### src/rtl/uart_rx_pkg.sv
`timescale 1ns/1ps
package uart_rx_pkg;

  typedef enum logic {
    RX_IDLE  = 1'b0,
    RX_FRAME = 1'b1
  } rxState_e;

  // Control-to-datapath strobes
  typedef struct packed {
    logic frameDone;  // one clock: rxWord and error bits are valid
    logic parityBad;
    logic stopBad;
    logic busy;       // a frame is being sampled
  } rxStrobes_t;

endpackage

### src/rtl/uart_rx_ctrl.sv
`timescale 1ns/1ps
module uart_rx_ctrl
  import uart_rx_pkg::*;
#(
  parameter int DATA_W = 9
) (
  input  logic              clk,
  input  logic              rstN,
  input  logic              baudTick,
  input  logic              rxPin,
  input  logic              cfgOver8,
  input  logic              cfgEdgeStart,
  input  logic              cfgMsbFirst,
  input  logic              cfgNineBit,
  input  logic              cfgParityEn,
  input  logic              cfgParityOdd,
  input  logic              cfgTwoStop,
  input  logic              cfgFilterEn,
  output rxStrobes_t        strb,
  output logic [DATA_W-1:0] rxWord
);

  localparam int IDX_W = $clog2(DATA_W + 4);
  localparam int PH_W  = 4;

  rxState_e          state;
  logic [1:0]        syncQ;
  logic              rxS;
  logic              prevS;
  logic [PH_W-1:0]   phase;
  logic [IDX_W-1:0]  bitIdx;
  logic [DATA_W-1:0] shreg;
  logic              sLo, sMid, parBit, stopAcc;
  logic              doneQ, parBadQ, stopBadQ;

  logic [PH_W-1:0]   phLo, phMid, phHi, phLast;
  logic [IDX_W-1:0]  dataLen, parIdx, lastIdx;
  logic              vote, startSeen;
  logic [DATA_W-1:0] wordNow;
  logic              parityBad;

  // two-flop synchroniser on the line
  always_ff @(posedge clk or negedge rstN) begin
    if (!rstN) syncQ <= 2'b11;
    else       syncQ <= {syncQ[0], rxPin};
  end
  assign rxS = syncQ[1];

  // sample positions around the bit centre
  always_comb begin
    phLo   = cfgOver8 ? PH_W'(3) : PH_W'(7);
    phMid  = cfgOver8 ? PH_W'(4) : PH_W'(8);
    phHi   = cfgOver8 ? PH_W'(5) : PH_W'(9);
    phLast = cfgOver8 ? PH_W'(7) : PH_W'(15);
  end

  always_comb begin
    dataLen = cfgNineBit ? IDX_W'(DATA_W) : IDX_W'(DATA_W - 1);
    parIdx  = dataLen + IDX_W'(1);
    lastIdx = dataLen + IDX_W'(cfgParityEn) + (cfgTwoStop ? IDX_W'(2) : IDX_W'(1));
  end

  // majority of three, or centre sample alone
  assign vote = cfgFilterEn ? ((sLo & sMid) | (sLo & rxS) | (sMid & rxS)) : sMid;

  assign startSeen = cfgEdgeStart ? (prevS & ~rxS) : ~rxS;

  // word alignment for the shorter data field
  always_comb begin
    if (cfgNineBit)       wordNow = shreg;
    else if (cfgMsbFirst) wordNow = {1'b0, shreg[DATA_W-2:0]};
    else                  wordNow = {1'b0, shreg[DATA_W-1:1]};
  end

  assign parityBad = cfgParityEn & (^wordNow ^ parBit ^ cfgParityOdd);

  always_ff @(posedge clk or negedge rstN) begin
    if (!rstN) begin
      state    <= RX_IDLE;
      prevS    <= 1'b1;
      phase    <= '0;
      bitIdx   <= '0;
      shreg    <= '0;
      sLo      <= 1'b1;
      sMid     <= 1'b1;
      parBit   <= 1'b0;
      stopAcc  <= 1'b0;
      doneQ    <= 1'b0;
      parBadQ  <= 1'b0;
      stopBadQ <= 1'b0;
      rxWord   <= '0;
    end else begin
      doneQ <= 1'b0;
      if (baudTick) begin
        prevS <= rxS;
        unique case (state)
          RX_IDLE: begin
            if (startSeen) begin
              state   <= RX_FRAME;
              phase   <= PH_W'(1);
              bitIdx  <= '0;
              shreg   <= '0;
              parBit  <= 1'b0;
              stopAcc <= 1'b0;
            end
          end
          RX_FRAME: begin
            if (phase == phLo)  sLo  <= rxS;
            if (phase == phMid) sMid <= rxS;
            if (phase == phLast) begin
              phase  <= '0;
              bitIdx <= bitIdx + IDX_W'(1);
            end else begin
              phase <= phase + PH_W'(1);
            end
            if (phase == phHi) begin
              if (bitIdx == '0) begin
                if (vote) state <= RX_IDLE;  // start bit not confirmed
              end else if (bitIdx <= dataLen) begin
                if (cfgMsbFirst) shreg <= {shreg[DATA_W-2:0], vote};
                else             shreg <= {vote, shreg[DATA_W-1:1]};
              end else if (cfgParityEn && (bitIdx == parIdx)) begin
                parBit <= vote;
              end else if (bitIdx == lastIdx) begin
                doneQ    <= 1'b1;
                stopBadQ <= stopAcc | ~vote;
                parBadQ  <= parityBad;
                rxWord   <= wordNow;
                state    <= RX_IDLE;
              end else begin
                stopAcc <= stopAcc | ~vote;
              end
            end
          end
          default: state <= RX_IDLE;
        endcase
      end
    end
  end

  always_comb begin
    strb.frameDone = doneQ;
    strb.parityBad = parBadQ;
    strb.stopBad   = stopBadQ;
    strb.busy      = (state == RX_FRAME);
  end

endmodule

### src/rtl/uart_rx_dpath.sv
`timescale 1ns/1ps
module uart_rx_dpath
  import uart_rx_pkg::*;
#(
  parameter int DATA_W = 9,
  parameter int TO_W   = 8
) (
  input  logic              clk,
  input  logic              rstN,
  input  logic              baudTick,
  input  logic              cfgOver8,
  input  logic              cfgTimeoutEn,
  input  logic [TO_W-1:0]   cfgTimeoutBits,
  input  rxStrobes_t        strb,
  input  logic [DATA_W-1:0] word,
  input  logic              rdStrobe,
  input  logic              clrParity,
  input  logic              clrFraming,
  input  logic              clrOverrun,
  input  logic              clrTimeout,
  output logic [DATA_W-1:0] rxData,
  output logic              rxFull,
  output logic              errParity,
  output logic              errFraming,
  output logic              errOverrun,
  output logic              flagTimeout
);

  localparam int CNT_W = TO_W + 4;

  logic             loadOk, dropNew;
  logic [CNT_W-1:0] toCnt, toTarget;
  logic             toArmed, toFire;

  assign loadOk  = strb.frameDone & (~rxFull | rdStrobe);
  assign dropNew = strb.frameDone & rxFull & ~rdStrobe;

  assign toTarget = cfgOver8 ? {1'b0, cfgTimeoutBits, 3'b000} : {cfgTimeoutBits, 4'b0000};
  assign toFire   = toArmed & cfgTimeoutEn & baudTick & ~strb.busy & ~strb.frameDone &
                    (toTarget != '0) & ((toCnt + CNT_W'(1)) == toTarget);

  always_ff @(posedge clk or negedge rstN) begin
    if (!rstN) begin
      rxData <= '0;
      rxFull <= 1'b0;
    end else if (loadOk) begin
      rxData <= word;
      rxFull <= 1'b1;
    end else if (rdStrobe) begin
      rxFull <= 1'b0;
    end
  end

  // sticky flags: a set in the same cycle wins over a clear
  always_ff @(posedge clk or negedge rstN) begin
    if (!rstN) begin
      errParity   <= 1'b0;
      errFraming  <= 1'b0;
      errOverrun  <= 1'b0;
      flagTimeout <= 1'b0;
    end else begin
      if (loadOk && strb.parityBad) errParity <= 1'b1;
      else if (clrParity)           errParity <= 1'b0;
      if (loadOk && strb.stopBad)   errFraming <= 1'b1;
      else if (clrFraming)          errFraming <= 1'b0;
      if (dropNew)                  errOverrun <= 1'b1;
      else if (clrOverrun)          errOverrun <= 1'b0;
      if (toFire)                   flagTimeout <= 1'b1;
      else if (clrTimeout)          flagTimeout <= 1'b0;
    end
  end

  // idle timer, armed by each completed frame
  always_ff @(posedge clk or negedge rstN) begin
    if (!rstN) begin
      toArmed <= 1'b0;
      toCnt   <= '0;
    end else if (strb.frameDone) begin
      toArmed <= 1'b1;
      toCnt   <= '0;
    end else if (strb.busy) begin
      toCnt <= '0;
    end else if (toFire) begin
      toArmed <= 1'b0;
      toCnt   <= '0;
    end else if (toArmed && cfgTimeoutEn && baudTick) begin
      toCnt <= toCnt + CNT_W'(1);
    end
  end

endmodule

### src/rtl/uart_rx_frontend.sv
`timescale 1ns/1ps
module uart_rx_frontend
  import uart_rx_pkg::*;
#(
  parameter int DATA_W = 9,
  parameter int TO_W   = 8
) (
  input  logic              clk,
  input  logic              rstN,
  input  logic              baudTick,
  input  logic              rxPin,
  input  logic              cfgOver8,
  input  logic              cfgEdgeStart,
  input  logic              cfgMsbFirst,
  input  logic              cfgNineBit,
  input  logic              cfgParityEn,
  input  logic              cfgParityOdd,
  input  logic              cfgTwoStop,
  input  logic              cfgFilterEn,
  input  logic              cfgTimeoutEn,
  input  logic [TO_W-1:0]   cfgTimeoutBits,
  input  logic              rdStrobe,
  input  logic              clrParity,
  input  logic              clrFraming,
  input  logic              clrOverrun,
  input  logic              clrTimeout,
  output logic [DATA_W-1:0] rxData,
  output logic              rxFull,
  output logic              errParity,
  output logic              errFraming,
  output logic              errOverrun,
  output logic              flagTimeout
);

  rxStrobes_t        strb;
  logic [DATA_W-1:0] word;

  uart_rx_ctrl #(.DATA_W(DATA_W)) u_ctrl (
    .clk          (clk),
    .rstN         (rstN),
    .baudTick     (baudTick),
    .rxPin        (rxPin),
    .cfgOver8     (cfgOver8),
    .cfgEdgeStart (cfgEdgeStart),
    .cfgMsbFirst  (cfgMsbFirst),
    .cfgNineBit   (cfgNineBit),
    .cfgParityEn  (cfgParityEn),
    .cfgParityOdd (cfgParityOdd),
    .cfgTwoStop   (cfgTwoStop),
    .cfgFilterEn  (cfgFilterEn),
    .strb         (strb),
    .rxWord       (word)
  );

  uart_rx_dpath #(.DATA_W(DATA_W), .TO_W(TO_W)) u_dpath (
    .clk            (clk),
    .rstN           (rstN),
    .baudTick       (baudTick),
    .cfgOver8       (cfgOver8),
    .cfgTimeoutEn   (cfgTimeoutEn),
    .cfgTimeoutBits (cfgTimeoutBits),
    .strb           (strb),
    .word           (word),
    .rdStrobe       (rdStrobe),
    .clrParity      (clrParity),
    .clrFraming     (clrFraming),
    .clrOverrun     (clrOverrun),
    .clrTimeout     (clrTimeout),
    .rxData         (rxData),
    .rxFull         (rxFull),
    .errParity      (errParity),
    .errFraming     (errFraming),
    .errOverrun     (errOverrun),
    .flagTimeout    (flagTimeout)
  );

endmodule

### config.mk
export PLATFORM = sky130hd
export DESIGN_NAME = uart_rx_frontend
export DESIGN_NICKNAME = d
export VERILOG_FILES = /design/src/rtl/uart_rx_pkg.sv /design/src/rtl/uart_rx_ctrl.sv /design/src/rtl/uart_rx_dpath.sv /design/src/rtl/uart_rx_frontend.sv
export SDC_FILE = /design/constraint.sdc
export NUM_CORES = 1
export LEC_CHECK = 0
export BUFFER_PORTS_ARGS = -buffer_cell sky130_fd_sc_hd__buf_2
export CORE_MARGIN = 2
export CORE_UTILIZATION = 55
export CTS_CLUSTER_SIZE = 24
export DETAILED_ROUTE_END_ITERATION = 8
export PLACE_DENSITY_LB_ADDON = 0.12
export SLEW_MARGIN = 20
export SYNTH_ARGS = -nofsm -noshare
export SYNTH_HDL_FRONTEND = slang
export SYNTH_SLANG_ARGS = --single-unit
### constraint.sdc
create_clock -name clk -period 7.5 [get_ports clk]
set_clock_uncertainty 0.1 [all_clocks]
set_input_delay 1.125 -clock clk [delete_from_list [all_inputs] [get_ports clk]]
set_output_delay 1.125 -clock clk [all_outputs]
set_load 0.01 [all_outputs]
==> results.md <==
- Kind of end point of the critical path: flop
- CTS buffer count: 9
- Max-slew headroom: a little under a third
- Final Hold Vio Count: 0
- Die area: ~0.0079 sq mm
- Die Ht: between 80 and 90 um
- Cell Chain, Critical Path: buf_2, and3_1, nand3_1, or4b_1, nor4_1, nand4b_1, o41ai_2, nor2_1
- Worst-Skew Late Latency: between 0.3 and 0.4 ns
- Share of post-route cells with drive strength above 1: between 15 and 20%
- Rows: 30
- DRC: 0
- CP required: roughly 7.6 ns
- Final setup vio count: 0
- Commonest non-fill, non-tap cells in the layout: dfrtp_1, nor2_1, buf_2, nand2_1
- Vias: just over 3k
- Unrepaired setup endpoints after global routing: no
- Setup slack after placement: about 3.6 ns
- Synthesized net count: 469
- Async SR Flop Fraction: between 90% and 100%
- Initial antenna violation count: 0
- Peak supply drop: roughly 0.00018 V
- Initial Utilization: 57.4%
- Final WS setup: 3.97 ns
- Vias per Instance: approximately 5.6
- Syn_area_per_cell: roughly 9 sq um
- TritonRoute pass-1 iters: 5
- Top area cells in the synthesized netlist: dfrtp_1, xnor2_1, mux2_2
- CP peak stage delay: 0.83 ns
- Yosys reg bits: 64
- Vias in the first global route: between 2k and 3k
- Final period utilization: between 40% and 50%
- CP max FO: 13
- Clk pwr share: between 20 and 30%
- Crit path launch type: input pin
- I/O pins: 40
- Critical Path AT: 3.61 ns
- Largest net degree at the start of global routing: 65
- Core area: about 0.0069 sq mm
- Dpl hpwl: roughly 5700 um
- CTS max path bufs: 2
- Worst-margin pin slew: 1.02 ns
- # clock sinks: 64
- Pins Over Slew Limit: 0
- GRT Overall Usage: 21.6%
- CTS Hold Bufs: 0
- Post-Syn Instances: between 400 and 500
- P_leak: between 1.5 and 2 nW
- Post-CTS sizing: 0
- H-tree depth: 3
- Power density cells: between 200 and 250 mW/mm^2
- Area grow syn2layout: 9.77%
- Share of power burned in registers: 45.4%
- Leading cell type in the layout, fill and taps excluded: dfrtp_1
- DRT iter0 DRCs: 155
- Remaining global-route overflow: 0
- Nets: a little under 500
- Antenna Diode Count: 0
- EDFF count, synth: 0
- Layout Utilization: between 60% and 70%
- Fraction of power spent switching nets: a little over a third
- Top-area cell type share of the netlist area: a little under two fifths
- WL/cell: between 10 and 15 um
- CP max-delay cell: o41ai_2
- Worst Path Buf+Inv: 1
- Max Freq: roughly 280 MHz
- Yosys warns: 0
- Number of max-cap violations: 0
- Status: completed
- Clock root buffer: clkbuf_8
- Mapped Area: 0.00394 sq mm
- Chip width: between 80 and 90 um
- CTS tree: built
- GPL Wtd Cong: roughly 0.92
- Yosys cell types: 55
- Yosys top cell by area: dfrtp_1
- Cell internal pwr: ~0.68 mW
- Post-CTS Setup Inserts: 0
- Post-placement cell area: 0.00414 sq mm
- Tmin final: approximately 3.5 ns
- Crit Path Class: in -> reg
- Sequential element share of the synthesized area: between 40% and 50%
- Worst Hold Class: reg -> reg
- Top FF cell, synth: dfrtp_1
- Top Family by Delay on Critical Path: simple AND/OR/NAND/NOR gates
- Total Power: 1.05 mW
- First-pass GRT wire length: ~13000 um
- Comb power frac: 27.7%
- Finished Cell Area: ~0.0043 sq mm
- Post-DRT Antenna Nets: 0
- Clk pin slew, worst setup/hold paths: roughly 0.07 ns
- Final wirelength: 8160 um
- Setup TNS: 0 ns
- P_sw: 0.364 mW
- Port buffer count: 39
-- power groups by stage --
stage	Sequential (mW)	Combinational (mW)	Clock [mW]
CTS	0.473	0.290	0.288
global route	0.483	0.327	0.301
global placement	0.478	0.280	0
detailed placement	0.480	0.288	0
floorplan	0.448	0.246	0
finish	0.474	0.289	0.282
-- Yosys cell counts, drive strengths merged, types with 3 or more instances --
| cell type | instances |
|---|---|
| a21oi | 17 |
| a31oi | 4 |
| and3 | 7 |
| buf | 16 |
| clkbuf | 13 |
| dfrtp | 59 |
| dfstp | 5 |
| ha | 9 |
| inv | 27 |
| mux2 | 15 |
| mux2i | 13 |
| nand2 | 34 |
| nand2b | 4 |
| nand3 | 27 |
| nand4 | 8 |
| nand4b | 3 |
| nor2 | 42 |
| nor3 | 5 |
| nor4 | 3 |
| nor4b | 3 |
| o2111ai | 3 |
| o21ai | 27 |
| o22ai | 7 |
| or3 | 4 |
| xnor2 | 27 |
| xor2 | 18 |
-- registers in the layout, indices dropped and copies added (netlist names), 2 cells and up --
name and count:
u_dpath.rxData 9, u_dpath.toCnt 12, u_ctrl.syncQ 2, u_ctrl.shreg 9, u_ctrl.rxWord 9, u_ctrl.phase 4, u_ctrl.bitIdx 4
-- cell type report --
cell class | instances | area [sq um]
fill | 602 | 2540
multi-input combinational | 313 | 2110
sequential | 64 | 1610
timing repair buffer | 40 | 203
clock buffer | 11 | 151
tap | 96 | 120
inverter | 27 | 101
clock inverter | 5 | 38.8
-- per-layer routing --
layer / global-route usage (%) / part of all wire (%)
met5: 0 / 0
met4: 7.71 / 1.2
met3: 3.17 / 3.3
met1: 30.2 / 50
met2: 34.3 / 46
-- logic make-up after synthesis --
kind of cell	after synthesis	synth area share (%)
compound gates	76	12.0
buf+inv	56	6.19
simple gates	153	19.5
mux	28	7.58
xor+xnor	46	10.6
fa+ha+maj	10	3.36
flops	64	40.8
-- final timing paths --
check / cells past startpoint / slack [ns] / start / end
setup / recovery: 8 / 3.97 / baudTick / u_dpath.toCnt[6]
hold / removal: 0 / 0.26 / u_ctrl.syncQ[0] / u_ctrl.syncQ[1]
setup reg to reg: 7 / 4.29 / u_ctrl.state / u_dpath.toCnt[6]
hold reg to reg: 0 / 0.26 / u_ctrl.syncQ[0] / u_ctrl.syncQ[1]
max in group asynchronous: 2 / 5.93 / rstN / u_dpath.toCnt[4]
min in group asynchronous: 2 / 0.84 / rstN / u_dpath.rxData[8]
-- metrics by stage --
| step | cells | hold slack [ns] |
|---|---|---|
| floorplan | 433 | 0.245 |
| global placement | 540 | 0.246 |
| detailed placement | 540 | 0.247 |
| CTS | 556 | 0.258 |
| global route | 556 | 0.262 |
| finish | 556 | 0.257 |
Note: power is estimated with default switching activity, not from simulation.
